`src/rtl/mult_pkg.sv`:
```
package mult_pkg;
   // Choice of adder structure for the group-bit reduction.
   typedef enum logic {
      ADD_CHAIN = 1'b0,
      ADD_TREE  = 1'b1
   } add_style_e;

   // Width needed for a count ranging 0..n.
   function automatic int count_width(input int n);
      return $clog2(n + 1);
   endfunction
endpackage

```
`src/rtl/mult_group_or.sv`:
```
module mult_group_or #(
   parameter int NUM_GROUPS = 24,
   parameter int GROUP_W    = 8
) (
   input  logic [NUM_GROUPS*GROUP_W-1:0] chan_in,
   input  logic [NUM_GROUPS-1:0]         group_off,
   output logic [NUM_GROUPS-1:0]         group_bit
);
   // One OR reduction per group, gated by that group's mask bit.
   for (genvar g = 0; g < NUM_GROUPS; g++) begin : g_grp
      assign group_bit[g] = (|chan_in[g*GROUP_W +: GROUP_W]) & ~group_off[g];
   end
endmodule

```
`src/rtl/mult_popcount.sv`:
```
module mult_popcount
   import mult_pkg::*;
#(
   parameter int         NUM_BITS = 24,
   parameter int         SUM_W    = 5,
   parameter add_style_e STYLE    = ADD_TREE
) (
   input  logic [NUM_BITS-1:0] bits_in,
   output logic [SUM_W-1:0]    count
);
   if (STYLE == ADD_TREE) begin : g_tree
      localparam int LEVELS = (NUM_BITS > 1) ? $clog2(NUM_BITS) : 1;
      localparam int PAD    = 1 << LEVELS;
      logic [SUM_W-1:0] acc [PAD];

      // Pairwise reduction; each pass halves the live operand count.
      always_comb begin
         for (int i = 0; i < PAD; i++) begin
            if (i < NUM_BITS) acc[i] = SUM_W'(bits_in[i]);
            else              acc[i] = '0;
         end
         for (int w = PAD / 2; w >= 1; w = w / 2) begin
            for (int i = 0; i < w; i++) begin
               acc[i] = acc[2*i] + acc[2*i+1];
            end
         end
      end
      assign count = acc[0];
   end else begin : g_chain
      logic [SUM_W-1:0] run;

      // Linear accumulation: least area, deepest path.
      always_comb begin
         run = '0;
         for (int i = 0; i < NUM_BITS; i++) begin
            run = run + SUM_W'(bits_in[i]);
         end
      end
      assign count = run;
   end
endmodule

```
`src/rtl/mult_capture.sv`:
```
module mult_capture #(
   parameter int SUM_W = 5
) (
   input  logic             clk,
   input  logic             rst_n,
   input  logic             strobe,
   input  logic [SUM_W-1:0] sum_in,
   output logic [SUM_W-1:0] held,
   output logic             valid
);
   always_ff @(posedge clk or negedge rst_n) begin
      if (!rst_n) begin
         held  <= '0;
         valid <= 1'b0;
      end else if (strobe) begin
         held  <= sum_in;
         valid <= 1'b1;
      end
   end
endmodule

```
`src/rtl/trig_mult_sum.sv`:
```
module trig_mult_sum
   import mult_pkg::*;
#(
   parameter int         NUM_GROUPS = 24,
   parameter int         GROUP_W    = 8,
   parameter add_style_e ADD_STYLE  = ADD_TREE,
   localparam int        NUM_CHAN   = NUM_GROUPS * GROUP_W,
   localparam int        SUM_W      = count_width(NUM_GROUPS)
) (
   input  logic                  clk,
   input  logic                  rst_n,
   input  logic [NUM_CHAN-1:0]   chan_hit,
   input  logic                  mask_load,
   input  logic [NUM_GROUPS-1:0] mask_data,
   input  logic                  trig_strobe,
   output logic [SUM_W-1:0]      mult_now,
   output logic [SUM_W-1:0]      mult_held,
   output logic                  held_valid
);
   // Elaboration-time parameter checks.
   if (NUM_GROUPS < 2) begin : g_bad_groups
      $error("trig_mult_sum: NUM_GROUPS must be at least 2");
   end
   if (GROUP_W < 1) begin : g_bad_width
      $error("trig_mult_sum: GROUP_W must be at least 1");
   end

   logic [NUM_GROUPS-1:0] group_mask;
   logic [NUM_GROUPS-1:0] group_bit;

   // Mask register: 1 excludes a group, reset enables all groups.
   always_ff @(posedge clk or negedge rst_n) begin
      if (!rst_n)         group_mask <= '0;
      else if (mask_load) group_mask <= mask_data;
   end

   mult_group_or #(
      .NUM_GROUPS (NUM_GROUPS),
      .GROUP_W    (GROUP_W)
   ) or_i (
      .chan_in   (chan_hit),
      .group_off (group_mask),
      .group_bit (group_bit)
   );

   mult_popcount #(
      .NUM_BITS (NUM_GROUPS),
      .SUM_W    (SUM_W),
      .STYLE    (ADD_STYLE)
   ) pop_i (
      .bits_in (group_bit),
      .count   (mult_now)
   );

   mult_capture #(
      .SUM_W (SUM_W)
   ) cap_i (
      .clk    (clk),
      .rst_n  (rst_n),
      .strobe (trig_strobe),
      .sum_in (mult_now),
      .held   (mult_held),
      .valid  (held_valid)
   );
endmodule

```
`config.mk`:
```
export PLATFORM = sky130hd
export DESIGN_NAME = trig_mult_sum
export DESIGN_NICKNAME = d
export VERILOG_FILES = /design/src/rtl/mult_pkg.sv /design/src/rtl/mult_group_or.sv /design/src/rtl/mult_popcount.sv /design/src/rtl/mult_capture.sv /design/src/rtl/trig_mult_sum.sv
export SDC_FILE = /design/constraint.sdc
export NUM_CORES = 1
export LEC_CHECK = 0
export BUFFER_PORTS_ARGS = -buffer_cell sky130_fd_sc_hd__buf_4
export CORE_AREA = 4 4 89 91
export CTS_CLUSTER_DIAMETER = 50
export DETAILED_ROUTE_END_ITERATION = 10
export DIE_AREA = 0 0 93 95
export PLACE_DENSITY = 0.81
export SETUP_SLACK_MARGIN = 0.4
export SKIP_LAST_GASP = 1
export SYNTH_ARGS = -nofsm -noshare
export SYNTH_HDL_FRONTEND = slang
export SYNTH_SLANG_ARGS = --single-unit
```
`constraint.sdc`:
```
create_clock -name clk -period 7.9 [get_ports clk]
set_clock_uncertainty 0.1 [all_clocks]
set_input_delay 1.185 -clock clk [delete_from_list [all_inputs] [get_ports clk]]
set_output_delay 1.185 -clock clk [all_outputs]
set_load 0.02 [all_outputs]
```
# --- After elaboration in Yosys (flattened, before gate mapping) ---
# Cells that the tools add are included.
totals:
  regBits: 30
  latch_bits: 0
  mem_bits_rw: 0
  romBits: 0
  input_bits: 220
  output_inout_bits: 11
  n_memories: 0
op_classes:
  addsub: 23
  mul: 0
  div_mod_pow: 0
  order_cmp: 0
  n_eq_ne: 0
  n_shift: 0
  mux: 0
  n_bitwise: 48
  n_reduce_logical: 24
op_table:
  columns: ["op", "count"]
  rows:
  - ["8-bit OR reduction", 24]
  - ["5-bit adder", 11]
  - ["1-bit by 1-bit adder with 2-bit output", 12]
  - ["1-bit AND", 24]
  - ["1-bit inverter", 24]

# --- Logic depth before layout (Yosys ltp) ---
# Gate-level depths: netlist (run 1).
logic_depth:
  ltp_word: 7
  mapped_depth: 17
  mapped_depth_nobuf: 17

# --- Hierarchy ---
# A second synthesis (run 1) with hierarchy kept.
unflattened:
  hier_cells: 205
  area_unflattened_um2: 2247.2
by_module_without_submodules:
  columns: ["mod", "instances", "cells_each", "area_per_inst_um2", "seq_area_each_um2"]
  rows:
  - ["trig_mult_sum", 1, 51, 997.2, 600.6]
  - ["mult_popcount", 1, 70, 616.8, 0.0]
  - ["mult_group_or", 1, 72, 420.4, 0.0]
  - ["mult_capture", 1, 12, 212.7, 150.1]

# --- Worst setup path before layout (run 1) ---
# Ideal clock, no wire load.
synth_path:
  path_kind: "input to output"
  start: "input port chan_hit[5]"
  end: "output port mult_now[3]"
  arrival_time_ns: 5.430
  required_time_ns: 6.615
  setup_slack_ns: 1.185
  stages: 14
  n_path_buf: 0
  cell_sequence: "nor4_1 a21oi_1 ha_1 fa_1 inv_1 fa_1 fa_1 fa_1 inv_1 fa_1 ha_1 inv_1 fa_1 xnor2_1"
synth_via:
  elab_chain_cells: 7
synth_rtl:
  columns: ["item", "line_no", "source"]
  rows:
  - ["from (decl)", "trig_mult_sum.sv:12", "input logic [NUM_CHAN-1:0] chan_hit,"]
  - ["8-bit OR reduction", "mult_group_or.sv:11", "assign group_bit[g] = (|chan_in[g*GROUP_W +: GROUP_W]) & ~group_off[g];"]
  - ["1-bit AND", "mult_group_or.sv:11", null]
  - ["1-bit by 1-bit adder with 2-bit output", "mult_popcount.sv:24", "acc[i] = acc[2*i] + acc[2*i+1];"]
  - ["5-bit adder (4 in series)", "mult_popcount.sv:24", null]
  - ["to (decl)", "trig_mult_sum.sv:16", "output logic [SUM_W-1:0] mult_now,"]
# No other way between the ends.

# --- Worst setup path in the final report (run 1) ---
# Ends and elaborated chain as after synthesis.

==> results of run 1 <==
critical path: cells and delay by family:
| family | cells | cell delay, ps |
|---|---|---|
| AO/OA/AOI/OAI | 1 | 140 |
| AND/OR/NAND/NOR | 1 | 310 |
| adder cells (fa/ha/maj) | 8 | 3410 |
| buffers and inverters | 5 | 470 |
| XOR/XNOR | 1 | 200 |
worst max-delay path by stage:
| stage | cells after the start | startpoint | slack, ps | to |
|---|---|---|---|---|
| after global routing | 16 | chan_hit[5] | 670 | mult_now[3] |
| after detailed placement | 16 | chan_hit[5] | 870 | mult_now[3] |
| after CTS | 16 | chan_hit[5] | 880 | mult_now[3] |
| after global placement | 16 | chan_hit[3] | 1000 | mult_now[3] |
| final | 16 | chan_hit[5] | 900 | mult_now[3] |
| after floorplan | 14 | chan_hit[5] | 1180 | mult_now[3] |
metrics by stage:
| stage | hold slack (ps) | worst slack [ps] | power, µW | util | instances |
|---|---|---|---|---|---|
| 2_1_floorplan | 381 | 1180 | 1040 | - | 214 |
| 3_3_place_gp | 358 | 996 | 1510 | 0.589 | 540 |
| 3_5_place_dp | 369 | 869 | 1550 | 0.589 | 540 |
| 4_1_cts | 390 | 877 | 1760 | 0.609 | 548 |
| 5_1_grt | 420 | 672 | 1880 | 0.609 | 548 |
| 6_report | 379 | 904 | 1730 | 0.609 | 548 |
sequential cells by signal (all words and copies together) (netlist names):
signal,flops
cap_i.held,5
cap_i.valid,1
group_mask,24
layout by cell type (no fill, tap or decap), drive strengths merged:
cell    instances
o31ai           1
fa             19
and3            1
a21oi          26
ha             18
nor2            1
nand3           1
clkbuf          6
mux2           28
xnor2           1
nand2           1
inv            35
dfrtp          30
bufinv          2
nor4           48
or2             1
buf           230
cell type report:
cell class	instances	area [µm²]
sequential	30	751
clock inverter	2	60.1
multi-input combinational	146	1470
fill	634	2790
inverter	35	131
clock buffer	6	82.6
tap	99	124
timing repair buffer	230	1730
power by group:
part | switching [µW] | internal [µW] | total, µW | leakage (µW)
Sequential | 13.6 | 187 | 200 | 0.000349
Clock | 61.7 | 135 | 196 | 0.0000714
Combinational | 712 | 619 | 1330 | 0.00184
Total | 787 | 940 | 1730 | 0.00226
cells by family (layout without fill, tap and decap cells):
group	after synthesis	after routing	synth area share
AND/OR/NAND/NOR	53	53	0.135
AO/OA/AOI/OAI	27	27	0.0593
adder cells (fa/ha/maj)	37	37	0.252
buffers and inverters	38	273	0.0759
XOR/XNOR	1	1	0.00364
flip-flops	30	30	0.312
multiplexers	28	28	0.162
cells in the mapped netlist (all sizes together):
| library cell | n |
|---|---|
| o31ai | 1 |
| nand3 | 1 |
| inv | 35 |
| fa | 19 |
| ha | 18 |
| or2 | 1 |
| a21oi | 26 |
| nor2 | 1 |
| xnor2 | 1 |
| nor4 | 48 |
| nand2 | 1 |
| and3 | 1 |
| dfrtp | 30 |
| buf | 3 |
| mux2 | 28 |
layer usage:
metal,up-vias,routed length [µm],global-route usage
met1,1199,2840,0.191
met2,119,4580,0.361
met3,9,669,0.0406
li1,1248,-,-
met5,-,0,0
met4,0,80,0.0415
==> run summary, run 1 <==
worst vdd ir - 402 µV
max cap viols - 0
syn_nets - 471
DP Wirelength - 7350 µm
Slew HR - 0.704
post-route ant nets - 0
Synth top area share - 0.312
fin. max-slew vios - 0
# setup viols final - 0
drt drc - 0
largest net degree at the start of global routing - 31
hold path depth - 1
Hold WC Path Type - flop to flop
Initial Util - 0.337
R2R depth - 14
R2R Setup Slk - 3240 ps
RSZ-0062 raised after global routing - false
initial antenna violation count - 0
Post-CTS Resized - 0
via count - 2575
post-CTS setup buffer count - 0
clock-pin slew on the worst setup and hold paths - 70 ps
worst slew pin tran - 444 ps
FP Rows - 31
TritonCTS clock tree - yes
Power Density - 397 nW/µm²
top post-synthesis cells by area - dfrtp_1, fa_1, mux2_4
drt pass-1 iters - 4
cell mode on critical path - fa_1
final hold vios - 0
grt total ovfl - 0
via density per instance - 4.70
Nets - 705
WP data required - 6610 ps
Root Buffer - clkbuf_8
Critical Path Slowest Stage Cell - fa_1
Fmax - 143 MHz
Non-Filler Cell Area, Final - 4350 µm²
vias in the first global route - 2965
RD Place Congestion - 0.781
global-route wire length before repair - 12600 µm
routed wire length - 8170 µm
clk_lat worst skew - 280 ps
Die Ht - 95 µm
All-Layer GR Usage - 0.181
Avg WL per Cell - 14.9 µm
Static Leak - 0.00226 µW
Syn Area/Cell - 11.2 µm²
RR Endpoint - cap_i.held[3]
synthesized area - 2410 µm²
htree depth - 2
CP Cell Sequence - buf_4 > nor4_1 > a21oi_1 > ha_1 > fa_1 > inv_1 > fa_1 > fa_1 > fa_1 > inv_1 > fa_1 > ha_1 > inv_1 > fa_1 > xnor2_1 > buf_4
Period minus WS final - 7000 ps
io pins - 231
CTS Hold Bufs - 0
layout overhead on the synthesized area - 80.7%
initial DRC count - 24
Unique masters post-synth - 17
WP data arrival - 5710 ps
CP startpoint kind - input port
register area share after synthesis - 0.312
Die W - 93 µm
Synth area leader - dfrtp_1
synth warn - 0
Yosys reg bits - 30
Ant. Diodes - 0
share of layout cells above drive strength 1 - 0.597
Placeable Area - 7140 µm²
CTS sink count - 30
CTS buffer count - 5
placed instance area - 4210 µm²
Crit. End Element - output port
# port buffers - 230
critical path class - input port to output port
Crit Path Max Fanout - 2
DIE AREA - 8840 µm²
status - finished, final reports clean
fin crit share - 0.886
clk buf depth - 2
FF-to-FF Start - group_mask[6]
Min-Delay Startpoint - cap_i.valid
Post-Syn Instances - 214
Hold Path Sink - cap_i.valid
setup TNS - 0 ps
Crit path largest cell delay - 560 ps
Note: power is estimated with default switching activity, not from simulation.
==> run 2, diff against run 1 <==
Settings changed: PLACE_DENSITY 0.81 to 0.77, SLEW_MARGIN from default to 40.
==> run 2 against run 1 <==
Effect of this change: first-iteration DRC count shrank 8.3%; final cell count stayed put; die area unchanged; via count down 1.2%; critical path depth did not move; critical endpoint unchanged; maximum frequency decreased by 0.42%.
==> run summary, run 2 (synthesis results as in run 1) <==
status - finished, final reports clean
max cap viols - 0
M2 GR Usage - 0.358
grt total ovfl - 0
CTS buffer count - 5
Power Density - 384 nW/µm²
biggest regs - group_mask (24), cap_i.held (5), cap_i.valid (1)
drt drc - 0
largest net degree at the start of global routing - 31
routed wire length - 8010 µm
placed cells - 540
share of layout cells above drive strength 1 - 0.595
global-route wire length before repair - 12700 µm
DIE AREA - 8840 µm²
Avg WL per Cell - 14.6 µm
via count - 2544
Initial Util - 0.337
critical path class - input port to output port
grt peak-use layer - met2
Non-Filler Cell Area, Final - 4300 µm²
vias in the first global route - 2980
DP Wirelength - 7160 µm
initial antenna violation count - 0
io pins - 231
fin crit share - 0.889
Period minus WS final - 7030 ps
Die W - 93 µm
met3 Usage GRT - 0.0486
clk_lat worst skew - 280 ps
worst vdd ir - 333 µV
Final Non-Filler Cells - 548
Static Leak - 0.00224 µW
Hold WC Path Type - flop to flop
setup TNS - 0 ps
Fmax - 142 MHz
Die Ht - 95 µm
Crit. End Element - output port
leading cell type in the layout, fill and taps excluded - buf_4
FP Rows - 31
RD Place Congestion - 0.733
CTS Hold Bufs - 0
M1 GR Usage - 0.189
Root Buffer - clkbuf_8
fin. max-slew vios - 0
layout overhead on the synthesized area - 78.6%
commonest cells after routing, fill and taps aside - buf_4, nor4_1, inv_1, dfrtp_1, a21oi_1
placed instance area - 4210 µm²
hold path depth - 1
final hold vios - 0
Reg with most FFs - group_mask
htree depth - 2
post-route ant nets - 0
worst slew pin tran - 439 ps
post-CTS setup buffer count - 0
via density per instance - 4.64
CP startpoint kind - input port
Placeable Area - 7140 µm²
Crit path largest cell delay - 540 ps
Critical Path Slowest Stage Cell - fa_1
clock-pin slew on the worst setup and hold paths - 60 ps
Slew HR - 0.707
drt pass-1 iters - 4
Overall Power - 1650 µW
clk buf depth - 2
All-Layer GR Usage - 0.180
CP Cell Sequence - buf_4 > nor4_1 > a21oi_1 > ha_1 > fa_1 > inv_1 > fa_1 > fa_1 > fa_1 > inv_1 > fa_1 > ha_1 > inv_1 > fa_1 > xnor2_1 > buf_4
Fillers - 645
Post-CTS Resized - 0
TritonCTS clock tree - yes
RSZ-0062 raised after global routing - false
Nets - 705
cell mode on critical path - fa_1
Final Util - 0.602
Crit Path Max Fanout - 2
# port buffers - 230
CTS sink count - 30
WP data arrival - 5740 ps
Ant. Diodes - 0
# setup viols final - 0
max reg flops - 24
initial DRC count - 22
WP data required - 6610 ps
R2R depth - 14
==> run 2: changes by cell type in the layout (fill, tap and decap cells not counted) <==
cell / change
bufinv_16: -2
clkbuf_1: +1
clkinv_2: +1
==> run 2: through the flow <==
stage / hold WS (ps) / setup slack (ps)
4_1_cts: 383 / 862
2_1_floorplan: 381 / 1180
5_1_grt: 419 / 602
3_5_place_dp: 366 / 872
3_3_place_gp: 358 / 991
6_report: 374 / 874
==> run 2: power by group <==
group          switching (µW)  internal (µW)
logic                     703            618
registers                13.5            187
clock network            59.1           70.2
==> run 2: worst max-delay path: cells and delay by family <==
kind	cells	cell delay [ps]
buffers and inverters	5	460
XOR/XNOR	1	220
AND/OR/NAND/NOR	1	270
adder cells (fa/ha/maj)	8	3470
AO/OA/AOI/OAI	1	120
==> run 2: layout make-up <==
| type | instances | area [µm²] | area share |
|---|---|---|---|
| clock inverters | 1 | 5.00 | 0.00116 |
| inverters | 35 | 131 | 0.0306 |
| well taps | 99 | 124 | 0.0288 |
| flip-flops and latches | 30 | 751 | 0.175 |
| clock buffers | 7 | 86.3 | 0.0201 |
| multi-input cells | 146 | 1470 | 0.343 |
| repair buffers | 230 | 1730 | 0.402 |
==> run 2: worst paths after layout <==
| path | from | to | slack, ps |
|---|---|---|---|
| max reg2reg | group_mask[2] | cap_i.held[3] | 3180 |
| min | cap_i.valid | cap_i.valid | 370 |
| max | chan_hit[3] | mult_now[3] | 870 |
| min in group asynchronous | rst_n | cap_i.valid | 730 |
| max in group asynchronous | rst_n | group_mask[2] | 6670 |
| min reg2reg | cap_i.valid | cap_i.valid | 370 |
==> run 2: metal layers <==
layer | vias up | wire [µm]
met3 | 8 | 723
li1 | 1246 | -
met1 | 1161 | 2860
met2 | 129 | 4360
met5 | - | 0
met4 | 0 | 65
